==> src/rtl/sdc_pkg.sv <==
package sdc_pkg;
  localparam int IDX_W   = 6;
  localparam int CMD_W   = 14;
  localparam int FRAME_W = 136;
  localparam int NWORDS  = 4;

  typedef enum logic [1:0] {
    RK_NONE       = 2'b00,
    RK_LONG       = 2'b01,
    RK_SHORT      = 2'b10,
    RK_SHORT_BUSY = 2'b11
  } rsp_kind_e;

  typedef struct packed {
    logic [IDX_W-1:0] idx;
    logic [1:0]       rsvd;
    logic             data_pres;
    logic             idx_chk;
    logic             crc_chk;
    logic             busy_req;
    rsp_kind_e        kind;
  } cmd_word_t;

  localparam logic [3:0] OFS_ARG    = 4'd0;
  localparam logic [3:0] OFS_XMODE  = 4'd1;
  localparam logic [3:0] OFS_BLKSZ  = 4'd2;
  localparam logic [3:0] OFS_BLKCNT = 4'd3;
  localparam logic [3:0] OFS_CMD    = 4'd4;
  localparam logic [3:0] OFS_PSTATE = 4'd5;
  localparam logic [3:0] OFS_RSP0   = 4'd6;
  localparam logic [3:0] OFS_HCTL   = 4'd10;
endpackage

==> src/rtl/sdc_regs.sv <==
module sdc_regs
  import sdc_pkg::*;
#(
  parameter int AW = 4,
  parameter int DW = 32
) (
  input  logic                  clk,
  input  logic                  rst_n,
  input  logic                  wr_en,
  input  logic [AW-1:0]         wr_addr,
  input  logic [DW-1:0]         wr_data,
  input  logic                  cmd_accept,
  input  logic [AW-1:0]         rd_addr,
  input  logic [DW-1:0]         pstate,
  input  logic [NWORDS*DW-1:0]  rsp_words,
  output logic [DW-1:0]         rd_data,
  output logic [DW-1:0]         arg_q,
  output logic                  cmd_wr
);
  localparam logic [DW-1:0] XMODE_MASK = DW'(32'h0000_0037);
  localparam logic [DW-1:0] BLKSZ_MASK = DW'(32'h0000_7FFF);
  localparam logic [DW-1:0] BLKCNT_MASK = DW'(32'h0000_FFFF);
  localparam logic [DW-1:0] HCTL_MASK  = DW'(32'h0000_00FF);

  logic [DW-1:0]    xmode_q, blksz_q, blkcnt_q, hctl_q;
  logic [CMD_W-1:0] cmd_q;

  assign cmd_wr = wr_en && (wr_addr == AW'(OFS_CMD));

  always_ff @(posedge clk) begin
    if (!rst_n) begin
      arg_q    <= '0;
      xmode_q  <= '0;
      blksz_q  <= '0;
      blkcnt_q <= '0;
      hctl_q   <= '0;
      cmd_q    <= '0;
    end else begin
      if (wr_en) begin
        case (wr_addr)
          AW'(OFS_ARG):    arg_q    <= wr_data;
          AW'(OFS_XMODE):  xmode_q  <= wr_data & XMODE_MASK;
          AW'(OFS_BLKSZ):  blksz_q  <= wr_data & BLKSZ_MASK;
          AW'(OFS_BLKCNT): blkcnt_q <= wr_data & BLKCNT_MASK;
          AW'(OFS_HCTL):   hctl_q   <= wr_data & HCTL_MASK;
          default: ;
        endcase
      end
      if (cmd_accept) cmd_q <= wr_data[CMD_W-1:0];
    end
  end

  always_comb begin
    rd_data = '0;
    case (rd_addr)
      AW'(OFS_ARG):    rd_data = arg_q;
      AW'(OFS_XMODE):  rd_data = xmode_q;
      AW'(OFS_BLKSZ):  rd_data = blksz_q;
      AW'(OFS_BLKCNT): rd_data = blkcnt_q;
      AW'(OFS_CMD):    rd_data = DW'(cmd_q);
      AW'(OFS_PSTATE): rd_data = pstate;
      AW'(OFS_HCTL):   rd_data = hctl_q;
      default: begin
        for (int w = 0; w < NWORDS; w++) begin
          if (rd_addr == AW'(OFS_RSP0) + AW'(w)) rd_data = rsp_words[w*DW +: DW];
        end
      end
    endcase
  end

  assert_cmd_hold_R4: assert property (@(posedge clk) disable iff (!rst_n)
    !cmd_accept |=> $stable(cmd_q));
endmodule

==> src/rtl/sdc_seq.sv <==
module sdc_seq
  import sdc_pkg::*;
#(
  parameter int DW = 32
) (
  input  logic             clk,
  input  logic             rst_n,
  input  logic             cmd_wr,
  input  logic [CMD_W-1:0] cmd_wdata,
  input  logic [DW-1:0]    arg_in,
  input  logic             dat0,
  input  logic             rsp_valid,
  input  logic [IDX_W-1:0] rsp_idx,
  output logic             cmd_accept,
  output logic             cmd_go,
  output logic [IDX_W-1:0] go_index,
  output logic [DW-1:0]    go_arg,
  output logic [1:0]       go_kind,
  output logic             rsp_ready,
  output logic             rsp_take,
  output logic             take_long,
  output logic             cmd_done,
  output logic             idx_err,
  output logic             cmd_inh,
  output logic             dat_inh
);
  typedef enum logic [1:0] {ST_IDLE, ST_WAIT, ST_FIN} st_e;

  st_e              st_q;
  cmd_word_t        cw, cur_q;
  logic             long_busy_bad, dat_block, busy_wait_q;

  always_comb begin
    cw            = cmd_word_t'(cmd_wdata);
    long_busy_bad = (cw.kind == RK_LONG) && cw.busy_req;
    dat_block     = (cw.kind == RK_SHORT_BUSY) && dat_inh;
    cmd_accept    = cmd_wr && !cmd_inh && !long_busy_bad && !dat_block;
  end

  assign rsp_ready = (st_q == ST_WAIT);
  assign rsp_take  = rsp_ready && rsp_valid;
  assign take_long = (cur_q.kind == RK_LONG);

  always_ff @(posedge clk) begin
    if (!rst_n) begin
      st_q        <= ST_IDLE;
      cur_q       <= '0;
      cmd_inh     <= 1'b0;
      dat_inh     <= 1'b0;
      busy_wait_q <= 1'b0;
      cmd_go      <= 1'b0;
      go_index    <= '0;
      go_arg      <= '0;
      go_kind     <= '0;
      cmd_done    <= 1'b0;
      idx_err     <= 1'b0;
    end else begin
      cmd_go   <= cmd_accept;
      cmd_done <= 1'b0;
      idx_err  <= 1'b0;
      if (busy_wait_q && dat0) begin
        busy_wait_q <= 1'b0;
        dat_inh     <= 1'b0;
      end
      if (cmd_accept) begin
        cur_q    <= cw;
        go_index <= cw.idx;
        go_arg   <= arg_in;
        go_kind  <= cw.kind;
        cmd_inh  <= 1'b1;
        st_q     <= (cw.kind == RK_NONE) ? ST_FIN : ST_WAIT;
        if (cw.kind == RK_SHORT_BUSY) dat_inh <= 1'b1;
      end else begin
        case (st_q)
          ST_FIN: begin
            cmd_done <= 1'b1;
            cmd_inh  <= 1'b0;
            st_q     <= ST_IDLE;
          end
          ST_WAIT: if (rsp_valid) begin
            cmd_done <= 1'b1;
            cmd_inh  <= 1'b0;
            idx_err  <= cur_q.idx_chk && (cur_q.kind != RK_LONG) && (rsp_idx != cur_q.idx);
            if (cur_q.kind == RK_SHORT_BUSY) busy_wait_q <= 1'b1;
            st_q     <= ST_IDLE;
          end
          default: ;
        endcase
      end
    end
  end

  assert_no_go_when_busy_R4: assert property (@(posedge clk) disable iff (!rst_n)
    (cmd_wr && cmd_inh) |=> !cmd_go);
  assert_reject_long_busy_R5: assert property (@(posedge clk) disable iff (!rst_n)
    (cmd_wr && cw.kind == RK_LONG && cw.busy_req) |=> !cmd_go);
  assert_go_sets_inhibit_R3: assert property (@(posedge clk) disable iff (!rst_n)
    cmd_go |-> cmd_inh);
  assert_ready_while_inhibit_R7: assert property (@(posedge clk) disable iff (!rst_n)
    rsp_ready |-> cmd_inh);
  assert_done_frees_cmd_R7: assert property (@(posedge clk) disable iff (!rst_n)
    cmd_done |-> !cmd_inh);
  assert_valid_held_R7: assert property (@(posedge clk) disable iff (!rst_n)
    (rsp_valid && !rsp_ready) |=> rsp_valid);
  assert_dat_release_R10: assert property (@(posedge clk) disable iff (!rst_n)
    $fell(dat_inh) |-> $past(dat0));
  assert_err_with_done_R11: assert property (@(posedge clk) disable iff (!rst_n)
    idx_err |-> cmd_done);
endmodule

==> src/rtl/sdc_rsp_cap.sv <==
module sdc_rsp_cap
  import sdc_pkg::*;
#(
  parameter int DW = 32
) (
  input  logic                 clk,
  input  logic                 rst_n,
  input  logic                 take,
  input  logic                 take_long,
  input  logic [FRAME_W-1:0]   frame,
  output logic [NWORDS*DW-1:0] words
);
  localparam int STRIP  = 8;
  localparam int PAY_W  = NWORDS * DW - STRIP;

  logic [NWORDS*DW-1:0] long_img;
  assign long_img = {{STRIP{1'b0}}, frame[PAY_W+STRIP-1:STRIP]};

  always_ff @(posedge clk) begin
    if (!rst_n) begin
      words <= '0;
    end else if (take) begin
      if (take_long) words <= long_img;
      else           words[DW-1:0] <= frame[DW+STRIP-1:STRIP];
    end
  end

  assert_upper_kept_short_R8: assert property (@(posedge clk) disable iff (!rst_n)
    (take && !take_long) |=> $stable(words[NWORDS*DW-1:DW]));
  assert_idle_kept_R6: assert property (@(posedge clk) disable iff (!rst_n)
    !take |=> $stable(words));
endmodule

==> src/rtl/sd_cmd_issue.sv <==
module sd_cmd_issue
  import sdc_pkg::*;
#(
  parameter int AW = 4,
  parameter int DW = 32
) (
  input  logic               clk,
  input  logic               rst_n,
  input  logic               reg_we,
  input  logic [AW-1:0]      reg_waddr,
  input  logic [DW-1:0]      reg_wdata,
  input  logic [AW-1:0]      reg_raddr,
  output logic [DW-1:0]      reg_rdata,
  output logic               cmd_go,
  output logic [IDX_W-1:0]   cmd_go_index,
  output logic [DW-1:0]      cmd_go_arg,
  output logic [1:0]         cmd_go_kind,
  input  logic               rsp_valid,
  output logic               rsp_ready,
  input  logic [FRAME_W-1:0] rsp_frame,
  input  logic [3:0]         dat_lines,
  output logic               cmd_done,
  output logic               cmd_idx_err
);
  localparam int IDX_LO = 40;

  logic                 cmd_wr, cmd_accept, rsp_take, take_long, cmd_inh, dat_inh;
  logic [DW-1:0]        arg_q, pstate;
  logic [NWORDS*DW-1:0] rsp_words;

  assign pstate = DW'({8'h00, dat_lines, 18'h0_0000, dat_inh, cmd_inh});

  sdc_regs #(.AW(AW), .DW(DW)) u_regs (
    .clk(clk), .rst_n(rst_n),
    .wr_en(reg_we), .wr_addr(reg_waddr), .wr_data(reg_wdata),
    .cmd_accept(cmd_accept), .rd_addr(reg_raddr),
    .pstate(pstate), .rsp_words(rsp_words), .rd_data(reg_rdata),
    .arg_q(arg_q), .cmd_wr(cmd_wr)
  );

  sdc_seq #(.DW(DW)) u_seq (
    .clk(clk), .rst_n(rst_n),
    .cmd_wr(cmd_wr), .cmd_wdata(reg_wdata[CMD_W-1:0]), .arg_in(arg_q),
    .dat0(dat_lines[0]), .rsp_valid(rsp_valid),
    .rsp_idx(rsp_frame[IDX_LO +: IDX_W]),
    .cmd_accept(cmd_accept), .cmd_go(cmd_go), .go_index(cmd_go_index),
    .go_arg(cmd_go_arg), .go_kind(cmd_go_kind),
    .rsp_ready(rsp_ready), .rsp_take(rsp_take), .take_long(take_long),
    .cmd_done(cmd_done), .idx_err(cmd_idx_err),
    .cmd_inh(cmd_inh), .dat_inh(dat_inh)
  );

  sdc_rsp_cap #(.DW(DW)) u_cap (
    .clk(clk), .rst_n(rst_n),
    .take(rsp_take), .take_long(take_long),
    .frame(rsp_frame), .words(rsp_words)
  );
endmodule

==> config.mk <==
export PLATFORM = sky130hd
export DESIGN_NAME = sd_cmd_issue
export DESIGN_NICKNAME = d
export VERILOG_FILES = /design/src/rtl/sdc_pkg.sv /design/src/rtl/sdc_regs.sv /design/src/rtl/sdc_seq.sv /design/src/rtl/sdc_rsp_cap.sv /design/src/rtl/sd_cmd_issue.sv
export SDC_FILE = /design/constraint.sdc
export NUM_CORES = 1
export LEC_CHECK = 0
export ABC_CLOCK_PERIOD_IN_PS = 2600
export BUFFER_PORTS_ARGS = -buffer_cell sky130_fd_sc_hd__buf_2
export CAP_MARGIN = 20
export CORE_MARGIN = 2
export CORE_UTILIZATION = 39
export DETAILED_ROUTE_END_ITERATION = 16
export HOLD_SLACK_MARGIN = 0.05
export PLACE_DENSITY_LB_ADDON = 0.25
export SYNTH_ARGS = -nofsm -noshare
export SYNTH_HDL_FRONTEND = slang
export SYNTH_SLANG_ARGS = --single-unit
==> constraint.sdc <==
create_clock -name clk -period 2.6 [get_ports clk]
set_input_delay 0.39 -clock clk [delete_from_list [all_inputs] [get_ports clk]]
set_output_delay 0.39 -clock clk [all_outputs]
set_load 0.02 [all_outputs]
# --- After elaboration in Yosys (flattened, before gate mapping) ---
# Index checks and enable logic that the tools add are counted.
classes:
  eq_ne: 24
  n_mux: 22
  n_bitwise: 3
  reduce_logical: 26
op_table:
  columns: ["cell", "count"]
  rows:
  - ["$pmux 32 s7", 1]
  - ["$mux 32", 4]
  - ["$eq 4x3->1 const B", 5]
  - ["$eq 4x2->1 const B", 4]
  - ["$eq 4x4->1 const B", 4]
  - ["$reduce_and 2->1", 7]
  - ["$mux 1", 11]
  - ["$logic_and 1x1->1", 10]
  - ["$eq 4x1->1 const B", 2]
  - ["$logic_not 4->1", 2]
  - ["$eq 2x1->1 const B", 3]
  - ["$eq 2x2->1 const B", 3]
  - ["$mux 2", 3]
  - ["$ne 6x6->1", 1]
  - ["$pmux 1 s2", 2]
  - ["$pmux 2 s2", 1]
  - ["$reduce_or 4->1", 1]
  - ["$logic_not 1->1", 3]
  - ["$ne 3x3->1 const B", 1]
  - ["$not 1->1", 3]
  - ["$reduce_bool 3->1", 1]
  - ["$logic_not 2->1", 1]
  - ["$ne 2x1->1 const B", 1]
  - ["$reduce_or 2->1", 1]
word_totals:
  reg_bits: 259
  output_inout_bits: 76

# --- Longest topological paths before layout ---
# Gate-level depths: netlist of the first run.
logic_depth:
  depth_word: 7
  mapped_depth: 9
  mapped_depth_nobuf: 6

# --- Hierarchy ---
# From an unflattened synthesis of the first run, not the netlist that was laid out.
unflattened:
  cells_unflattened: 1406
  hier_area_um2: 12125.4
modules_own_cells:
  columns: ["module", "instances", "cells_each", "area_per_inst_um2"]
  rows:
  - ["sdc_regs", 1, 649, 5449.0]
  - ["sdc_rsp_cap", 1, 515, 4698.3]
  - ["sdc_seq", 1, 241, 1974.4]
  - ["sd_cmd_issue", 1, 1, 3.8]

# --- Worst setup path after synthesis of the first run ---
# Ideal clock, no wire load.
synth_path:
  path_type: "input-to-output"
  startpoint: "input reg_raddr[1]"
  endpoint: "output reg_rdata[9]"
  arrival_time_ps: 1774
  t_required_ps: 2210
  path_slack_ps: 436
  stages: 7
  path_buffers: 2
  path_cell_list: "buf_4 nor3b_2 buf_2 a22oi_1 nor2_1 a2111oi_0 a211oi_1"
synth_between:
  elab_chain_len: 6
  elab_cells_between_ends: 16
synth_lines:
  columns: ["item", "line", "text"]
  rows:
  - ["start, declared", "sd_cmd_issue.sv:12", "input logic [AW-1:0] reg_raddr,"]
  - ["$eq 4x3->1", "sdc_regs.sv:65", "if (rd_addr == AW'(OFS_RSP0) + AW'(w)) rd_data = rsp_words[w*DW +: DW];"]
  - ["$mux 32 (4 in a row)", "sdc_regs.sv:65", null]
  - ["$pmux 32 s7 *", "sdc_regs.sv:55", "case (rd_addr)"]
  - ["end, declared", "sd_cmd_issue.sv:13", "output logic [DW-1:0] reg_rdata,"]
# Every way passes the cells marked *; elsewhere a longest branch is shown, timed or not.

# --- Worst setup path in the final report of the first run ---
layout_path:
  startpoint: "input reg_raddr[2]"
  endpoint: "output reg_rdata[15]"
# The elaborated chain is that of the path after synthesis.

==> flow_summary.ini, run 1 <==
[finish]
final_core_util = 0.488
top_library_cells_by_usage_in_the_layout_fill_and_taps_aside = 468 x sky130_fd_sc_hd__nand2_1, 250 x sky130_fd_sc_hd__dfxtp_1, 239 x sky130_fd_sc_hd__buf_2
finalInstanceArea_mm2 = 0.0141
post_layout_nonfiller_instances = 2032
layout-area-overhead-vs-synth_pct = 22.7
share_of_layout_cells_above_drive_strength_1 = 0.232
num-fill-cells = 2928
design.final.nets = 1811
commonest_non_fill_non_tap_cell_in_the_layout = sky130_fd_sc_hd__nand2_1

[placement]
port_buffers = 243
dp.cells = 1979
place.detailed.hpwl_um = 26700
postPlaceCellArea_mm2 = 0.0132
gp_congestion = 0.888
worst_setup_timing_slack_at_the_placement_stage_ns = -0.0937

[run]
timing.max_cap.violations = 0

[pwr]
power_share_of_the_clock_group = 0.443
static-leakage-power_nw = 5.39
power_per_cell_area_mw_per_mm2 = 584
total_power_mw = 8.22
p_sw_frac = 0.239
p_comb_frac = 0.086
power.switching_mw = 1.96
intPower_mw = 6.26
vdd_ir_drop_max_mv = 0.504
seq_power_share = 0.471

[drt]
detail_route.drc_violations = 0
drt-vias-per-instance = 5.24
drt_first_pass_iters = 6
antenna_left = 0
routed_wl_um = 37000
avgRoutedWirePerCell_um = 18.2
via_count = 10649
detail_route.iter0.violations = 974

[floorplan]
die_area_mm2 = 0.0308
die-width_um = 176
floorplan.initialDensity = 0.398
placementRows = 62
floorplan.core_area_mm2 = 0.0289
chipHeight_um = 176
ios = 260

[worst_setup_path]
timing.critical_path.cells = clkbuf_4 > buf_4 > buf_6 > nand2b_4 > nor3_4 > buf_4 > a222oi_1 > o31ai_2 > buf_4
critical-path-slowest-cell = sky130_fd_sc_hd__a222oi_1
critPathKind = in -> out
worstPathArrival_ns = 2.18
cp_top_family = buffers and inverters
timing.critical_path.buf_inv = 5
end_kind = output port
path_common_cell = sky130_fd_sc_hd__buf_4
timing.rr.start = u_seq.st_q[1]
cp_max_fo = 10
cp_slowest_stage_delay_ns = 0.56
timing.critical_path.from_type = input pin
worst-endpoint-required_ns = 2.21
worstRegToRegCells = 7
rrSetupSlack_ns = 0.57
critical_path.reg2reg.endpoint = u_cap.words[62]

[sta]
worst_pin_slew_ns = 0.585
finalClockSkew_ns = 0.0134
worst_hold_slack_ns = 0.0938
hold_violations = 0
final_critical_path_setup_slack_ns = 0.0290
timing.final.crit_share = 0.989
timing.setup.tns_ns = 0
achievable-frequency_ghz = 0.389
report.final.setup_viol = 0
period_needed_ns = 2.57
headroom_to_the_max_slew_limit = 0.610
drv_slew = 0

[clock_tree]
clock_pin_slew_worst_setup_and_hold_paths_ns = 0.06
clk_root_buffer_cell = sky130_fd_sc_hd__clkbuf_16
worst_skew_pair.late_latency_ns = 0.54
cts_tree = yes
cts_hold_buf = 0
cts_h_tree_depth = 1
clk_path_buf_depth = 3
cts_buffers = 27
cts.sink_count = 250

[grt]
first_global_vias = 9990
antenna_found_initial = 9
grt_use_total = 0.233
grt_pass1_wl_um = 56800
residual_overflow_from_global_routing = 0
grt_max_degree = 75

[yosys]
synth-edff-count = 0
synth.avg_cell_area_um2 = 8.15
synth.net_count = 1594
synth.distinct_cells = 61
synth-seq-area-share = 0.436
ys_async_sr_fraction = 0
number_of_synthesized_register_bits = 250
synth.cell_area_mm2 = 0.0115
yosysWarningCount = 0
synthesis.instances = 1408
yosys_most_used_dff = sky130_fd_sc_hd__dfxtp_1

[hold_path]
whs_path_depth = 3
hold-path-endpoint = u_regs.arg_q[29]
hold_path.startpoint = reg_wdata[29]
hold_class = in -> reg

[run_status]
run_status = finished clean
-- layer usage --
metal / share of wire / wire [µm] / track usage
met5: 0.00054 / 20 / 0
met4: 0.021 / 766 / 0.0606
met3: 0.071 / 2610 / 0.0370
met2: 0.44 / 16100 / 0.352
met1: 0.47 / 17500 / 0.345
-- area by class of cell --
class	count	area, µm²	area share
antenna	7	17.5	0.00124
clock buffer	36	749	0.0532
clock inverter	9	73.8	0.00524
inverter	6	22.5	0.00160
multi-input combinational	1030	5880	0.418
sequential	250	5000	0.355
tap	384	480	0.0341
timing repair buffer	310	1850	0.131
-- worst max-delay path by stage --
stage | from | to | slack, ns | depth (start not counted)
2_1_floorplan | reg_raddr[1] | reg_rdata[9] | 0.44 | 7
3_3_place_gp | reg_raddr[2] | reg_rdata[0] | -0.08 | 8
3_5_place_dp | reg_raddr[2] | reg_rdata[0] | -0.09 | 8
4_1_cts | reg_raddr[2] | reg_rdata[0] | 0.008 | 8
5_1_grt | reg_raddr[2] | reg_rdata[2] | -0.002 | 8
6_report | reg_raddr[2] | reg_rdata[15] | 0.03 | 9
-- cell usage after synthesis (7+ instances only) --
library cell                 n  share of area
sky130_fd_sc_hd__nor3_1      7         0.0031
sky130_fd_sc_hd__mux2_2     10         0.0098
sky130_fd_sc_hd__o21ai_0    41          0.018
sky130_fd_sc_hd__nor2_1     28         0.0092
sky130_fd_sc_hd__a21oi_1    47          0.020
sky130_fd_sc_hd__clkbuf_1   60          0.020
sky130_fd_sc_hd__a211oi_1    8         0.0052
sky130_fd_sc_hd__mux2i_1    42          0.037
sky130_fd_sc_hd__a221o_1     8         0.0070
sky130_fd_sc_hd__a21boi_1   29          0.019
sky130_fd_sc_hd__buf_2      37          0.016
sky130_fd_sc_hd__dfxtp_1   250           0.44
sky130_fd_sc_hd__nand2_1   468           0.15
sky130_fd_sc_hd__buf_4      21          0.014
sky130_fd_sc_hd__nor2b_1    29          0.016
sky130_fd_sc_hd__a21boi_0  195           0.13
sky130_fd_sc_hd__nand3_1    12         0.0052
sky130_fd_sc_hd__a22oi_1    16          0.010
-- state kept, by name, indices dropped and copies added (netlist names), 2 cells and up --
name and flops:
u_cap.words 120, u_regs.arg_q 32, u_regs.blkcnt_q 16, u_regs.blksz_q 15
u_regs.cmd_q 7, u_regs.hctl_q 8, u_regs.xmode_q 5, u_seq.go_arg 32
u_seq.go_index 6, u_seq.st_q 2
-- power groups by stage --
stage / combinational, mW / sequential [mW] / clock, mW
floorplan: 0.357 / 3.95 / 0
global placement: 0.694 / 3.96 / 0
detailed placement: 0.696 / 3.96 / 0
CTS: 0.700 / 3.87 / 3.71
global route: 0.756 / 3.87 / 3.87
finish: 0.706 / 3.87 / 3.65
-- tightest hold or removal path, delay by kind of cell --
kind	cells	cell delay, ns
AO/OA/AOI/OAI	1	0.06
buffers and inverters	1	0.09
AND/OR/NAND/NOR	1	0.04
-- logic make-up (layout without fill, tap and decap cells) --
logic type / count (synthesis) / after routing / share of synthesized area
AND/OR/NAND/NOR: 575 / 575 / 0.208
AO/OA/AOI/OAI: 394 / 394 / 0.247
flip-flops: 250 / 250 / 0.436
buffers and inverters: 128 / 361 / 0.0547
multiplexers: 53 / 53 / 0.0477
XOR/XNOR: 6 / 6 / 0.00458
adder cells (fa/ha/maj): 2 / 2 / 0.00218
other: 0 / 7 / 0
-- timing repair --
item | in CTS | in global routing
endpoints found under the hold margin | 0 | 0
pin swaps | 0 | 3
gates resized for setup | 1 | 14
setup buffers | 0 | 1
setup endpoints to repair | 1 | 16
Note: power is estimated with default switching activity, not from simulation.
==> run 2: changes to the inputs <==
--- a/config.mk
+++ b/config.mk
@@ -12,6 +12,7 @@
 export CORE_UTILIZATION = 39
 export DETAILED_ROUTE_END_ITERATION = 16
 export HOLD_SLACK_MARGIN = 0.05
+export MAX_ROUTING_LAYER = met4
 export PLACE_DENSITY_LB_ADDON = 0.25
 export SYNTH_ARGS = -nofsm -noshare
 export SYNTH_HDL_FRONTEND = slang
==> run 2 against run 1 <==
The run now ends with negative setup slack left. Core utilization about the same. Critical endpoint unchanged. Clock power hardly changed. Largest power group unchanged. Design area barely moved.
==> flow_summary.ini, run 2 (synthesized netlist as in run 1, its figures left out) <==
[drt]
detail_route.drc_violations = 0
via_count = 10563
antenna_left = 0
drt-vias-per-instance = 5.19
avgRoutedWirePerCell_um = 18.2
drt_first_pass_iters = 5
routed_wl_um = 36900
detail_route.iter0.violations = 956

[sta]
worst_pin_slew_ns = 0.612
finalClockSkew_ns = 0.00997
hold_violations = 0
headroom_to_the_max_slew_limit = 0.592
period_needed_ns = 2.61
drv_slew = 0
report.final.setup_viol = 1
achievable-frequency_ghz = 0.383
final_critical_path_setup_slack_ns = -0.0129
timing.setup.tns_ns = -0.0129
worst_hold_slack_ns = 0.0938
timing.final.crit_share = 1.00

[worst_setup_path]
cp_max_fo = 21
worst-endpoint-required_ns = 2.21
critPathKind = in -> out
worstPathArrival_ns = 2.22
end_kind = output port
timing.critical_path.from_type = input pin

[placement]
port_buffers = 243
place.detailed.hpwl_um = 26700
dp.cells = 1979
gp_congestion = 0.903

[finish]
commonest_non_fill_non_tap_cell_in_the_layout = sky130_fd_sc_hd__nand2_1
design.final.nets = 1811
layout-area-overhead-vs-synth_pct = 22.7
post_layout_nonfiller_instances = 2034
top_library_cells_by_usage_in_the_layout_fill_and_taps_aside = 468 x sky130_fd_sc_hd__nand2_1, 250 x sky130_fd_sc_hd__dfxtp_1, 240 x sky130_fd_sc_hd__buf_2
share_of_layout_cells_above_drive_strength_1 = 0.232
largest_register = u_cap.words
reg_top3 = u_cap.words x120, u_regs.arg_q x32, u_seq.go_arg x32
largest_register_ffs = 120

[clock_tree]
clk_path_buf_depth = 3
clock_pin_slew_worst_setup_and_hold_paths_ns = 0.06
cts_tree = yes
cts_h_tree_depth = 1
worst_skew_pair.late_latency_ns = 0.54
clk_root_buffer_cell = sky130_fd_sc_hd__clkbuf_16
cts_buffers = 27
cts.sink_count = 250
cts_hold_buf = 0

[pwr]
power_per_cell_area_mw_per_mm2 = 584
static-leakage-power_nw = 5.39
total_power_mw = 8.22
vdd_ir_drop_max_mv = 0.502

[floorplan]
floorplan.initialDensity = 0.398
ios = 260
die_area_mm2 = 0.0308
floorplan.core_area_mm2 = 0.0289
placementRows = 62
die-width_um = 176
chipHeight_um = 176

[run_status]
run_status = finished with violations
failed_checks = negative setup slack

[grt]
grt_pass1_wl_um = 56700
residual_overflow_from_global_routing = 0
first_global_vias = 9985
antenna_found_initial = 9
grt_use_total = 0.240
grt_max_degree = 75

[hold_path]
hold_class = in -> reg

[run]
timing.max_cap.violations = 0
-- run 2: what timing repair did --
| item | CTS | global route |
|---|---|---|
| buffers inserted | 0 | 1 |
| hold endpoints to repair | 0 | 0 |
| endpoints found under the setup margin | 1 | 16 |
| gates resized for setup | 1 | 14 |
| pin swaps | 0 | 3 |
-- run 2: power by group --
part | total, mW | leakage, nW | switching, mW | internal (mW)
logic | 0.706 | 2.96 | 0.400 | 0.306
registers | 3.87 | 2.01 | 0.0185 | 3.85
clock network | 3.65 | 0.413 | 1.54 | 2.10
total | 8.22 | 5.39 | 1.96 | 6.26
-- run 2: final cells by class --
class                           instances  area [µm²]
Multi-Input combinational cell       1030        5880
Inverter                                6        22.5
Sequential cell                       250        5000
Fill cell                            2929       14800
Clock buffer                           36         749
Timing Repair Buffer                  310        1850
Antenna cell                            9        22.5
Tap cell                              384         480
Clock inverter                          9        73.8
-- run 2: path summary, 6_finish.rpt --
check | startpoint | end | slack, ns | cells past startpoint
setup reg to reg | u_seq.st_q[1] | u_cap.words[62] | 0.55 | 7
setup / recovery | reg_raddr[0] | reg_rdata[15] | -0.01 | 6
hold / removal | reg_wdata[29] | u_regs.arg_q[29] | 0.09 | 3
hold reg to reg | u_seq.go_arg[21] | u_seq.go_arg[21] | 0.45 | 2
-- run 2: worst max-delay path, cell delays in order --
cell and delay (ns):
sky130_fd_sc_hd__buf_2 0.24, sky130_fd_sc_hd__buf_12 0.23, sky130_fd_sc_hd__mux2_2 0.36, sky130_fd_sc_hd__a222oi_1 0.57
sky130_fd_sc_hd__o31ai_2 0.20, sky130_fd_sc_hd__buf_4 0.21
-- run 2: metrics by stage --
stage | instance area [µm²] | setup WS, ns | utilization
2_1_floorplan | 11500 | 0.436 | -
3_3_place_gp | 13200 | -0.0776 | 0.457
3_5_place_dp | 13200 | -0.0937 | 0.457
4_1_cts | 14000 | 0.00820 | 0.486
5_1_grt | 14100 | -0.00170 | 0.488
6_report | 14100 | -0.0129 | 0.488
-- run 2: layer usage --
metal	wire (µm)	share of wire	global-route usage
met2	16100	0.44	0.352
met3	2350	0.063	0.0325
met1	17800	0.48	0.347
met4	722	0.020	0.0606
met5	0	0	-
==> run 3: changes to the inputs <==
--- a/config.mk
+++ b/config.mk
@@ -16,4 +16,5 @@
 export PLACE_DENSITY_LB_ADDON = 0.25
 export SYNTH_ARGS = -nofsm -noshare
 export SYNTH_HDL_FRONTEND = slang
+export SYNTH_HIERARCHICAL = 1
 export SYNTH_SLANG_ARGS = --single-unit
==> run 3 against run 2 <==
The flow still finishes with violations (negative setup slack). Synthesized area rose by 5.6%. Fmax up 0.39%. Die area up 5.5%. Count of clock-buffer cells in the layout rose by 9. Worst hold slack worse by 0.0090 ns. Design area grew 5.7%. Non-clock buffer count down 10. Global-route usage up 0.54 points.
==> flow_summary.ini, run 3 <==
[clock_tree]
cts_buffers = 30
cts_h_tree_depth = 1
clk_path_buf_depth = 3
post_cts_buffers = 0
cts.sink_count = 259
cts_tree = yes
clock_pin_slew_worst_setup_and_hold_paths_ns = 0.06
clk_root_buffer_cell = sky130_fd_sc_hd__clkbuf_16
worst_skew_pair.late_latency_ns = 0.55

[yosys]
synth.avg_cell_area_um2 = 8.62
yosysWarningCount = 6
synth-edff-count = 0
synth-seq-area-share = 0.428
synth.distinct_cells = 66
synthesis.instances = 1406
synth_common_cells = 259 x sky130_fd_sc_hd__dfxtp_1, 242 x sky130_fd_sc_hd__nand2_1, 141 x sky130_fd_sc_hd__o21ai_0
number_of_synthesized_register_bits = 259
yosys.cell_count.top_type = sky130_fd_sc_hd__dfxtp_1
netlist_top_cells_area = sky130_fd_sc_hd__dfxtp_1 43%, sky130_fd_sc_hd__nand2_1 7.5%, sky130_fd_sc_hd__mux2i_1 6.3%
netlist.area_leader.share = 0.428
synth.cell_area_mm2 = 0.0121
yosys_most_used_dff = sky130_fd_sc_hd__dfxtp_1
ys_async_sr_fraction = 0
synthDominantAreaCellType = sky130_fd_sc_hd__dfxtp_1

[finish]
commonest_non_fill_non_tap_cell_in_the_layout = sky130_fd_sc_hd__dfxtp_1
layout-area-overhead-vs-synth_pct = 22.8
final_core_util = 0.487
largest_register_ffs = 120
design.final.nets = 1799
reg_top3 = u_cap/words x120, u_regs/arg_q x32, u_seq/go_arg x32
top_library_cells_by_usage_in_the_layout_fill_and_taps_aside = 259 x sky130_fd_sc_hd__dfxtp_1, 242 x sky130_fd_sc_hd__nand2_1, 241 x sky130_fd_sc_hd__buf_2
share_of_layout_cells_above_drive_strength_1 = 0.239
largest_register = u_cap/words

[floorplan]
chipHeight_um = 180
die_area_mm2 = 0.0325
floorplan.initialDensity = 0.396
ios = 260
floorplan.core_area_mm2 = 0.0306
placementRows = 64
die-width_um = 180

[worst_setup_path]
timing.critical_path.buf_inv = 3
timing.critical_path.from_type = input pin
critical-path-slowest-cell = sky130_fd_sc_hd__a222oi_1
cp_max_fo = 11
cp_slowest_stage_delay_ns = 0.49
worstPathArrival_ns = 2.21
path_common_cell = sky130_fd_sc_hd__buf_2
critPathKind = in -> out
timing.critical_path.cells = buf_2 > and3b_1 > buf_4 > a21o_1 > a222oi_1 > o221ai_1 > buf_2
end_kind = output port
worst-endpoint-required_ns = 2.21
cp_top_family = compound AO/OA/AOI/OAI gates

[sta]
headroom_to_the_max_slew_limit = 0.298
worst_pin_slew_ns = 1.05
period_needed_ns = 2.60
hold_violations = 0
final_critical_path_setup_slack_ns = -0.00270
worst_hold_slack_ns = 0.0848
drv_slew = 0
timing.final.crit_share = 1.00
achievable-frequency_ghz = 0.384
finalClockSkew_ns = 0.00590
report.final.setup_viol = 1

[drt]
antenna_left = 0
avgRoutedWirePerCell_um = 20.0
via_count = 11197
drt_first_pass_iters = 8
detail_route.iter0.violations = 1043
routed_wl_um = 40700
detail_route.drc_violations = 0
drt-vias-per-instance = 5.50

[pwr]
power_per_cell_area_mw_per_mm2 = 617
static-leakage-power_nw = 5.71
vdd_ir_drop_max_mv = 0.486

[hold_path]
hold_class = in -> reg

[placement]
gp_congestion = 0.908
port_buffers = 243
place.detailed.hpwl_um = 28200

[grt]
first_global_vias = 10601
grt_use_total = 0.245
antenna_found_initial = 3
grt_pass1_wl_um = 61900
grt_max_degree = 125
residual_overflow_from_global_routing = 0

[run_status]
failed_checks = negative setup slack
run_status = finished with violations

[run]
timing.max_cap.violations = 0
## run 3: cell families after synthesis
kind of cell,synth area share
simple gates,0.211
compound gates,0.213
flops,0.428
buf+inv,0.0700
mux,0.0714
xor+xnor,0.00433
fa+ha+maj,0.00206
other cells,0.000619
## run 3: worst min-delay path: stages
cell                       delay (ns)
sky130_fd_sc_hd__buf_2           0.10
sky130_fd_sc_hd__nand2_1         0.04
sky130_fd_sc_hd__a21boi_0        0.06
## run 3: where the power goes
part,switching [mW],internal [mW],leakage (nW)
combinational,0.476,0.312,3.13
sequential,0.0180,3.99,2.09
clock,1.72,2.67,0.499
## run 3: worst paths after layout
| kind | endpoint | cells after the start | start | slack, ns |
|---|---|---|---|---|
| worst max-delay path | reg_rdata[12] | 7 | reg_raddr[3] | -0.003 |
| worst min-delay path | u_regs/arg_q[24] | 3 | reg_wdata[24] | 0.08 |
| worst max register to register | u_cap/words[69] | 4 | u_seq/cur_q[0] | 0.77 |
| worst min register to register | u_cap/words[114] | 2 | u_cap/words[114] | 0.45 |
## run 3: stage by stage
stage	setup slack (ns)	power [mW]	area, µm²	instances	TNS (ns)
after CTS	0.0263	9.25	14900	2033	0
after global placement	0.0723	4.87	13800	1977	0
after floorplan	0.266	4.50	12200	1438	0
after global routing	-0.00940	9.48	14900	2036	-0.00940
final	-0.00270	9.19	14900	2036	-0.00270
after detailed placement	0.0372	4.87	13800	1977	0
## run 3: area by class of cell
cell class                 instances  area (µm²)
timing repair buffer             300        1890
sequential                       259        5180
clock buffer                      45         898
clock inverter                    11         140
fill                            2981       15700
tap                              396         495
inverter                           6        26.3
antenna                            3        7.51
multi-input combinational       1016        6250
## run 3: timing repair
item                                    CTS  global route
resized for setup                         2             5
endpoints found under the setup margin    1             3
hold buffers                              0             0
pin swaps                                 0             2
hold endpoints to repair                  0             0
## run 3: metal layers
layer  share of wire  vias to the layer above  global-route usage
met5               0                        -                   -
met4           0.036                        0              0.0810
met3           0.059                       76              0.0325
met2            0.45                      394               0.377
met1            0.45                     5309               0.334
li1                -                     5418                   -
